==> config.mk <==
export PLATFORM = sky130hd
export DESIGN_NAME = camseq_top
export DESIGN_NICKNAME = d
export VERILOG_FILES = /design/src/rtl/camseq_pkg.sv /design/src/rtl/camseq_tick.sv /design/src/rtl/camseq_shifter.sv /design/src/rtl/camseq_cmd_rom.sv /design/src/rtl/camseq_top.sv
export SDC_FILE = /design/constraint.sdc
export NUM_CORES = 1
export LEC_CHECK = 0
export ABC_AREA = 1
export CAP_MARGIN = 20
export CORE_ASPECT_RATIO = 1.1
export CORE_UTILIZATION = 55
export CTS_CLUSTER_SIZE = 30
export DETAILED_ROUTE_END_ITERATION = 16
export DONT_BUFFER_PORTS = 1
export GPL_ROUTABILITY_DRIVEN = 0
export PLACE_DENSITY = 0.69
export SYNTH_ARGS = -nofsm -noshare
export SYNTH_HDL_FRONTEND = slang
export SYNTH_SLANG_ARGS = --single-unit
export TNS_END_PERCENT = 30
==> constraint.sdc <==
create_clock -name clk -period 4.9 [get_ports clk]
set_input_delay 0.245 -clock clk [delete_from_list [all_inputs] [get_ports clk]]
set_output_delay 0.245 -clock clk [all_outputs]
set_load 0.03 [all_outputs]
==> src/rtl/camseq_pkg.sv <==
package camseq_pkg;

   typedef enum logic [1:0] {
      SEQ_IDLE,
      SEQ_GAP,
      SEQ_XFER
   } seq_state_t;

   typedef enum logic [1:0] {
      PH_CMD,
      PH_POLL,
      PH_BURST
   } phase_t;

   localparam logic WR_MARK = 1'b1;
   localparam logic RD_MARK = 1'b0;
   localparam logic [7:0] FILL_BYTE = 8'h00;

   function automatic int unsigned idx_width(input int unsigned n);
      return (n > 1) ? $clog2(n) : 1;
   endfunction

endpackage

==> src/rtl/camseq_tick.sv <==
module camseq_tick #(
   parameter int unsigned DIV = 8
) (
   input  logic clk,
   input  logic rst_n,
   input  logic clr,
   input  logic en,
   output logic tick
);
   localparam int unsigned CW = camseq_pkg::idx_width(DIV);

   logic [CW-1:0] cnt_q;

   assign tick = en && (cnt_q == CW'(DIV - 1));

   always_ff @(posedge clk) begin
      if (!rst_n) begin
         cnt_q <= '0;
      end else if (clr) begin
         cnt_q <= '0;
      end else if (en) begin
         cnt_q <= tick ? '0 : cnt_q + 1'b1;
      end
   end
endmodule

==> src/rtl/camseq_shifter.sv <==
module camseq_shifter #(
   parameter int unsigned CLK_DIV = 8
) (
   input  logic       clk,
   input  logic       rst_n,
   input  logic       load,
   input  logic [7:0] tx_byte,
   input  logic       miso,
   output logic       sck,
   output logic       mosi,
   output logic       done,
   output logic [7:0] rx_byte
);
   logic       active_q;
   logic       tick;
   logic [7:0] tx_q;
   logic [7:0] rx_q;
   logic [2:0] bit_q;

   camseq_tick #(.DIV(CLK_DIV)) u_tick (
      .clk  (clk),
      .rst_n(rst_n),
      .clr  (load),
      .en   (active_q),
      .tick (tick)
   );

   always_ff @(posedge clk) begin
      if (!rst_n) begin
         active_q <= 1'b0;
         sck      <= 1'b0;
         mosi     <= 1'b0;
         done     <= 1'b0;
         tx_q     <= '0;
         rx_q     <= '0;
         bit_q    <= '0;
      end else begin
         done <= 1'b0;
         if (load) begin
            active_q <= 1'b1;
            sck      <= 1'b0;
            mosi     <= tx_byte[7];
            tx_q     <= {tx_byte[6:0], 1'b0};
            bit_q    <= '0;
         end else if (active_q && tick) begin
            if (!sck) begin
               sck  <= 1'b1;
               rx_q <= {rx_q[6:0], miso};
            end else begin
               sck <= 1'b0;
               if (bit_q == 3'd7) begin
                  active_q <= 1'b0;
                  done     <= 1'b1;
               end else begin
                  bit_q <= bit_q + 3'd1;
                  mosi  <= tx_q[7];
                  tx_q  <= {tx_q[6:0], 1'b0};
               end
            end
         end
      end
   end

   assign rx_byte = rx_q;
endmodule

==> src/rtl/camseq_cmd_rom.sv <==
module camseq_cmd_rom #(
   parameter int unsigned N_CMDS   = 4,
   parameter int unsigned CMD_BASE = 1,
   parameter int unsigned VAL_MUL  = 37,
   parameter int unsigned VAL_OFS  = 1,
   parameter int unsigned IDXW     = 2
) (
   input  logic [IDXW-1:0] idx,
   output logic [6:0]      reg_addr,
   output logic [7:0]      reg_val
);
   logic [6:0] addr_tbl [N_CMDS];
   logic [7:0] val_tbl  [N_CMDS];

   for (genvar i = 0; i < N_CMDS; i++) begin : g_ent
      assign addr_tbl[i] = 7'((CMD_BASE + i) % 128);
      assign val_tbl[i]  = 8'((VAL_MUL * i + VAL_OFS) % 256);
   end

   always_comb begin
      reg_addr = '0;
      reg_val  = '0;
      for (int k = 0; k < N_CMDS; k++) begin
         if (int'(idx) == k) begin
            reg_addr = addr_tbl[k];
            reg_val  = val_tbl[k];
         end
      end
   end
endmodule

==> src/rtl/camseq_top.sv <==
module camseq_top #(
   parameter int unsigned CLK_DIV     = 8,
   parameter int unsigned N_CMDS      = 4,
   parameter int unsigned CMD_BASE    = 1,
   parameter int unsigned VAL_MUL     = 37,
   parameter int unsigned VAL_OFS     = 1,
   parameter logic [6:0]  STATUS_ADDR = 7'h41,
   parameter int unsigned FLAG_BIT    = 3,
   parameter logic [7:0]  BURST_CMD   = 8'h3C,
   parameter int unsigned FRAME_BYTES = 153600,
   parameter int unsigned CS_GAP      = 4
) (
   input  logic       clk,
   input  logic       rst_n,
   input  logic       start,
   input  logic       miso,
   output logic       cs_n,
   output logic       sck,
   output logic       mosi,
   output logic [7:0] byte_data,
   output logic       byte_valid,
   output logic       frame_done
);
   import camseq_pkg::*;

   localparam int unsigned IDXW = idx_width(N_CMDS);
   localparam int unsigned GW   = idx_width(CS_GAP);
   localparam int unsigned RCW  = idx_width(FRAME_BYTES);

   if (CLK_DIV < 1) begin : g_bad_div
      $error("camseq_top: CLK_DIV must be at least 1");
   end
   if (N_CMDS < 1) begin : g_bad_cmds
      $error("camseq_top: N_CMDS must be at least 1");
   end
   if (CMD_BASE + N_CMDS > 128) begin : g_bad_base
      $error("camseq_top: command registers exceed 7-bit address space");
   end
   if (FLAG_BIT > 7) begin : g_bad_flag
      $error("camseq_top: FLAG_BIT must lie within a byte");
   end
   if (FRAME_BYTES < 1) begin : g_bad_frame
      $error("camseq_top: FRAME_BYTES must be at least 1");
   end
   if (CS_GAP < 1) begin : g_bad_gap
      $error("camseq_top: CS_GAP must be at least 1");
   end

   seq_state_t     state_q;
   phase_t         phase_q;
   logic           cs_n_q;
   logic [IDXW-1:0] cmd_idx_q;
   logic [GW-1:0]  gap_q;
   logic           second_q;
   logic [RCW-1:0] rd_cnt_q;
   logic [7:0]     data_q;
   logic           valid_q;
   logic           done_q;

   logic           sh_load;
   logic [7:0]     sh_tx;
   logic           sh_done;
   logic [7:0]     sh_rx;
   logic [6:0]     rom_addr;
   logic [7:0]     rom_val;

   logic           gap_end;
   logic           last_rd;
   logic [7:0]     opener;

   camseq_cmd_rom #(
      .N_CMDS  (N_CMDS),
      .CMD_BASE(CMD_BASE),
      .VAL_MUL (VAL_MUL),
      .VAL_OFS (VAL_OFS),
      .IDXW    (IDXW)
   ) u_rom (
      .idx     (cmd_idx_q),
      .reg_addr(rom_addr),
      .reg_val (rom_val)
   );

   camseq_shifter #(.CLK_DIV(CLK_DIV)) u_shift (
      .clk    (clk),
      .rst_n  (rst_n),
      .load   (sh_load),
      .tx_byte(sh_tx),
      .miso   (miso),
      .sck    (sck),
      .mosi   (mosi),
      .done   (sh_done),
      .rx_byte(sh_rx)
   );

   assign gap_end = (state_q == SEQ_GAP) && (gap_q == GW'(CS_GAP - 1));
   assign last_rd = (rd_cnt_q == RCW'(FRAME_BYTES - 1));

   always_comb begin
      unique case (phase_q)
         PH_CMD:  opener = {WR_MARK, rom_addr};
         PH_POLL: opener = {RD_MARK, STATUS_ADDR};
         default: opener = BURST_CMD;
      endcase
   end

   always_comb begin
      sh_load = 1'b0;
      sh_tx   = FILL_BYTE;
      if (gap_end) begin
         sh_load = 1'b1;
         sh_tx   = opener;
      end else if (state_q == SEQ_XFER && sh_done) begin
         if (!second_q) begin
            sh_load = 1'b1;
            sh_tx   = (phase_q == PH_CMD) ? rom_val : FILL_BYTE;
         end else if (phase_q == PH_BURST && !last_rd) begin
            sh_load = 1'b1;
         end
      end
   end

   always_ff @(posedge clk) begin
      if (!rst_n) begin
         state_q   <= SEQ_IDLE;
         phase_q   <= PH_CMD;
         cs_n_q    <= 1'b1;
         cmd_idx_q <= '0;
         gap_q     <= '0;
         second_q  <= 1'b0;
         rd_cnt_q  <= '0;
         data_q    <= '0;
         valid_q   <= 1'b0;
         done_q    <= 1'b0;
      end else begin
         valid_q <= 1'b0;
         done_q  <= 1'b0;
         unique case (state_q)
            SEQ_IDLE: begin
               if (start) begin
                  state_q   <= SEQ_GAP;
                  phase_q   <= PH_CMD;
                  gap_q     <= '0;
                  cmd_idx_q <= '0;
                  rd_cnt_q  <= '0;
               end
            end
            SEQ_GAP: begin
               gap_q <= gap_q + 1'b1;
               if (gap_end) begin
                  state_q  <= SEQ_XFER;
                  cs_n_q   <= 1'b0;
                  second_q <= 1'b0;
               end
            end
            default: begin
               if (sh_done) begin
                  if (!second_q) begin
                     second_q <= 1'b1;
                  end else begin
                     unique case (phase_q)
                        PH_CMD: begin
                           cs_n_q  <= 1'b1;
                           state_q <= SEQ_GAP;
                           gap_q   <= '0;
                           if (cmd_idx_q == IDXW'(N_CMDS - 1)) begin
                              phase_q <= PH_POLL;
                           end else begin
                              cmd_idx_q <= cmd_idx_q + 1'b1;
                           end
                        end
                        PH_POLL: begin
                           cs_n_q  <= 1'b1;
                           state_q <= SEQ_GAP;
                           gap_q   <= '0;
                           if (sh_rx[FLAG_BIT]) begin
                              phase_q <= PH_BURST;
                           end
                        end
                        default: begin
                           valid_q <= 1'b1;
                           data_q  <= sh_rx;
                           if (last_rd) begin
                              done_q  <= 1'b1;
                              cs_n_q  <= 1'b1;
                              state_q <= SEQ_IDLE;
                           end else begin
                              rd_cnt_q <= rd_cnt_q + 1'b1;
                           end
                        end
                     endcase
                  end
               end
            end
         endcase
      end
   end

   assign cs_n       = cs_n_q;
   assign byte_data  = data_q;
   assign byte_valid = valid_q;
   assign frame_done = done_q;
endmodule

# After elaboration in Yosys (flattened, before gate mapping)
# Cells that the tools add are included.
# op_classes
eq_ne,20
add_sub_neg,5
reduce_logical,41
bitwise,11
muxes,71
# ops
operator,count
18-bit 2-to-1 mux,5
8-bit 2-to-1 mux,8
2-bit 2-to-1 mux,20
18-bit case mux with 2 select lines,1
1-bit 2-to-1 mux,24
2-bit case mux with 2 select lines,5
"18-bit by 1-bit adder with 18-bit output, second input constant",1
"18-bit equality test, second input constant",1
8-bit case mux with 2 select lines,1
2-bit nonzero test,8
3-bit AND reduction,5
3-bit nonzero test,5
7-bit 2-to-1 mux,2
"2-bit equality test, second input constant",6
6-bit AND reduction,2
1-bit inverter,11
5-bit AND reduction,2
4-bit AND reduction,2
7-bit AND reduction,1
7-bit OR reduction,1
"3-bit by 1-bit adder with 3-bit output, second input constant",2
"2-bit by 1-bit equality test with 1-bit output, second input constant",3
"3-bit equality test, second input constant",2
2-bit zero test,3
other kinds (13),27
# word_totals
output_inout_bits,13
ff_bits,63

# Depth between registers and ports, before layout
# logic_depth
depth_word,10
mapped_depth,11
ltp_nobuf,11

# Modules after synthesis
# A second synthesis with hierarchy kept.
# hier_totals
hier_cells,522
area_unflattened_um2,3563.4
# by_module_without_submodules
mod,seq_area_each_um2,n_inst,cells_each,area_each_um2
camseq_top,760.7,1,355,2312.2
camseq_shifter,440.4,1,127,958.4
camseq_tick,60.1,1,21,151.4
camseq_cmd_rom,0.0,1,19,141.4

# Worst setup path after synthesis
# Ideal clock, no wire load.
# synth_timing
path_type,register to register
startpoint,register u_shift.u_tick.cnt_q[0]
endpoint,register u_shift.tx_q[6]
t_arrival_ps,1561
t_required_ps,4791
setup_ps,109
path_slack_ps,3230
synth_period_minus_slack_ps,1670
stages_incl_launch_ff,12
cell_sequence,dfxtp_1 > ha_1 > ha_1 > nand2_1 > nor2_2 > nand2_1 > clkbuf_1 > nor2_1 > nand3_1 > nand3_1 > nand2_1 > inv_1
# synth_between
elab_chain_len,5
# synth_lines
element,line,source
from (decl),camseq_tick.sv:12,logic [CW-1:0] cnt_q;
from (signal assigned),camseq_tick.sv:22,cnt_q <= tick ? '0 : cnt_q + 1'b1;
3-bit equality test,camseq_tick.sv:14,assign tick = en && (cnt_q == CW'(DIV - 1));
1-bit logical AND,camseq_tick.sv:14,
1-bit logical AND,camseq_shifter.sv:45,end else if (active_q && tick) begin
2-bit nonzero test (no source line),-,
3-bit AND reduction (no source line),-,
to (signal assigned),camseq_shifter.sv:43,"tx_q <= {tx_byte[6:0], 1'b0};"
to (signal assigned),camseq_shifter.sv:57,"tx_q <= {tx_q[6:0], 1'b0};"
to (decl),camseq_shifter.sv:16,logic [7:0] tx_q;
# No other way between the ends.
# A chain may end at the register's enable or synchronous reset.

# Worst setup path after layout
# layout_timing
startpoint,register state_q[1]
endpoint,register state_q[1]
# layout_between
elab_chain_len,4
# layout_lines
element,line,source
from (decl),camseq_top.sv:49,seq_state_t state_q;
from (signal assigned),camseq_top.sv:124,state_q <= SEQ_IDLE;
from (signal assigned),camseq_top.sv:140,state_q <= SEQ_GAP;
from (signal assigned),camseq_top.sv:150,state_q <= SEQ_XFER;
2-bit by 1-bit equality test with 1-bit output,"camseq_top.sv:95, camseq_top.sv:137",
1-bit logical AND,camseq_top.sv:95,assign gap_end = (state_q == SEQ_GAP) && (gap_q == GW'(CS_GAP - 1));
2-bit != test (no source line),-,
5-bit AND reduction (no source line),-,
# Parallel ways exist; a longest one is shown, timed or not.

==> summary.txt <==
Run status
  – Status: finished, final reports clean

Clock network
  – Postcts setup bufs: 0
  – Clk sinks: 63
  – CTS buffer count: 9
  – Worst skew pair latency: 0.34 ns
  – Reg clk slew, reported paths: 0.08 ns
  – Clock Root Buffer: clkbuf_8
  – Largest buffer count on any clock path: 2
  – TritonCTS clock tree: done
  – H-tree depth: 3

Power
  – Leakage: between 0.0015 and 0.002 uW
  – Clock power share: about half
  – Sequential share of power: approximately 45%
  – Switching power: about 270 uW
  – Logic pwr share: ~6.5%
  – Power per standard cell area: 313 nW/um2
  – Max VDD drop: between 200 and 250 uV
  – Switching share of power: ~23%
  – Internal: between 800 and 900 uW

Worst setup path
  – Buffers plus inverters on the worst setup path: 1
  – Cell mode on critical path: nand2_1
  – CP Capture Type: register
  – CP Data Required Time: between 5 and 6 ns
  – Critical-path maximum fanout: 12
  – CP Cell Sequence: nor2_1 -> nand2_1 -> o21ai_0 -> nor2_1 -> nor2_1 -> nand3_1 -> nand2_1 -> nand2_1 -> nand2_1 -> inv_1
  – Critical Path Start Type: register
  – CP max-delay cell: nor2_1
  – Crit Path Category: reg -> reg
  – Max stage delay on crit path: approximately 0.69 ns
  – Worst EP arrival: approximately 2.4 ns
  – Top delay family on crit path: simple AND/OR/NAND/NOR gates

Floorplanning
  – Total core area: between 5000 and 6000 um2
  – Row cnt: 29
  – Die W: a little under 80 um
  – I/O pins: 17
  – Starting Density: around 60%
  – Die height: 84.8 um
  – Die ar.: 6550 um2

Cells and area
  – Nets@finish: 506
  – Layout area overhead: 7.99%
  – Post-route design area: ~3700 um2
  – Final design utilization: ~63%
  – Share of layout cells above drive strength 1: about an eighth
  – Most frequent cells in the layout: nand2_1 (104), nor2_1 (92), dfxtp_1 (63)
  – ANT cells: 0
  – Commonest non-fill, non-tap cell in the layout: nand2_1

Logic synthesis
  – Dominant synthesized flop cell: dfxtp_1
  – Post-synthesis compound-gate area fraction: 11.6%
  – Avg Inst Size Synth: about 7.0 um2
  – Top cells by area, synth: dfxtp_1 (37%), nand2_1 (11%), nor2_1 (10%)
  – Synth async-reset ratio: 0%
  – Post-Synth XOR/XNOR Area: 1.53%
  – Synthesized instance count: about 500
  – Largest family of logic cells by synthesized area: simple AND/OR/NAND/NOR gates
  – Adder-cell share of the synthesized area: approximately 4%
  – Simple-gate share of the synthesized area: between 30 and 40%
  – Yosys top cell area share: a little under two fifths
  – Synthesized area: between 3000 and 4000 um2
  – Yosys reg bits: 63
  – Post-synth EDFFs: 0
  – Syn nets: 506
  – Largest area contributor in the netlist: dfxtp_1
  – Sequential fraction of the synthesis area: 36.8%
  – Mux cell area share after synthesis: 0%
  – Post-synth cell types: roughly 40
  – YS warnings: 0

Global routing
  – First-pass GRT wire length: around 13000 um
  – GR Overflow Total: 0
  – Vias in the first global route: around 2.8k
  – Largest net degree at the start of global routing: 23
  – Initial antenna violation count: 0
  – GR Util All Layers: between 20% and 30%

Drt
  – Detailed Routing Iterations Pass 1: 4
  – DRC: 0
  – Avg WL per Cell: ~12 um
  – Final wirelength: between 7000 and 8000 um
  – Routed vias/inst: 5.07
  – DR vias: roughly 2.9k
  – Post-route ant nets: 0
  – Drt initial violations: 186

STA
  – Final Critical Period: approximately 2.2 ns
  – FMAX: between 0.4 and 0.5 GHz
  – Slew Viols, Final: 0
  – Max-slew headroom: approximately two fifths
  – RSZ-0062 raised after global routing: no
  – Hold Worst Slack: 0.0286 ns
  – Fin crit share: approximately 45%
  – Post-route setup TNS: 0 ns
  – Setup Skew: about 0.011 ns
  – Worst slew pin tran: slightly below 0.9 ns
  – Final setup fails: 0
  – Final Hold Fails: 0

Placed design
  – Area post-placement: between 3000 and 4000 um2
  – DPL Wire Length: 5050 um
  – Port Buffer Count: 0

Job
  – Max Cap Viol: 0

Worst hold path
  – Worst min path class: in -> reg
==> cells by family after synthesis <==
group / Yosys count
buffers and inverters: 72
adder cells (fa/ha/maj): 11
AND/OR/NAND/NOR: 269
flip-flops: 63
AO/OA/AOI/OAI: 70
XOR/XNOR: 6
==> through the flow <==
stage	setup slack (ns)	power [uW]	instances
2_1_floorplan	3.23	600	491
3_3_place_gp	2.81	603	555
3_5_place_dp	2.74	604	555
4_1_cts	2.71	1170	573
5_1_grt	2.42	1210	573
6_report	2.70	1160	573
==> cell usage after synthesis, types with 3 or more instances <==
cell type / instances
nor2_4: 4
nor3_1: 3
nor2_1: 92
nand2_2: 13
xor2_1: 5
buf_4: 3
nand3b_1: 3
o21ai_0: 17
nand3_1: 27
inv_1: 52
nand4_1: 5
nand2_4: 5
nand2_1: 104
dfxtp_1: 63
a21oi_1: 36
a21oi_2: 8
ha_1: 11
clkbuf_1: 3
inv_2: 3
==> state kept, by name (all words and copies together), names as in the netlist, 2 cells and up <==
register	cells
state_q	2
rd_cnt_q	18
phase_q	2
cmd_idx_q	2
u_shift.u_tick.cnt_q	3
u_shift.rx_byte	8
u_shift.bit_q	3
u_shift.tx_q	7
byte_data	8
gap_q	2
==> per-layer routing <==
layer / track usage, % / vias to the layer above / share of wire, %
met2: 42.2 / 41 / 51
met1: 28.6 / 1302 / 44
met5: 0 / - / 0
li1: - / 1547 / -
met3: 6.41 / 14 / 2.9
met4: 8.75 / 0 / 2.0
==> power by group through the flow <==
| stage | Sequential (uW) | Clock (uW) | Combinational (uW) |
|---|---|---|---|
| after CTS | 520 | 575 | 74.8 |
| after floorplan | 531 | 0 | 69.1 |
| after global placement | 532 | 0 | 71.3 |
| after detailed placement | 532 | 0 | 72.5 |
| final | 520 | 564 | 74.8 |
| after global routing | 521 | 600 | 85.4 |
==> worst register-to-register path, cell delays in order, from the launching register on <==
cell and delay [ns]:
dfxtp_1 0.38, nor2_1 0.69, nand2_1 0.28, o21ai_0 0.19
nor2_1 0.07, nor2_1 0.16, nand3_1 0.13, nand2_1 0.07
nand2_1 0.05, nand2_1 0.05, inv_1 0.03
==> area by class of cell <==
| cell class | instances | area (um2) |
|---|---|---|
| clock buffer | 10 | 138 |
| timing repair buffer | 3 | 27.5 |
| fill | 575 | 2180 |
| clock inverter | 6 | 116 |
| multi-input combinational | 356 | 1840 |
| tap | 77 | 96.3 |
| sequential | 63 | 1260 |
| inverter | 58 | 220 |
==> worst paths after layout <==
check                                       from                  to  slack (ns)  depth (start not counted)
worst max-delay path                  state_q[1]          state_q[1]        2.70                         10
worst min-delay path                       rst_n  u_shift.rx_byte[2]        0.03                          2
worst max register to register        state_q[1]          state_q[1]        2.70                         10
worst min register to register  u_shift.bit_q[1]    u_shift.bit_q[1]        0.47                          2
==> what timing repair did <==
action                                  CTS  global route
endpoints found under the setup margin    0             0
resized for setup                         0             0
hold endpoints to repair                  4             0
hold buffers                              2             0
No activity file was read; power rests on OpenSTA's default activity.
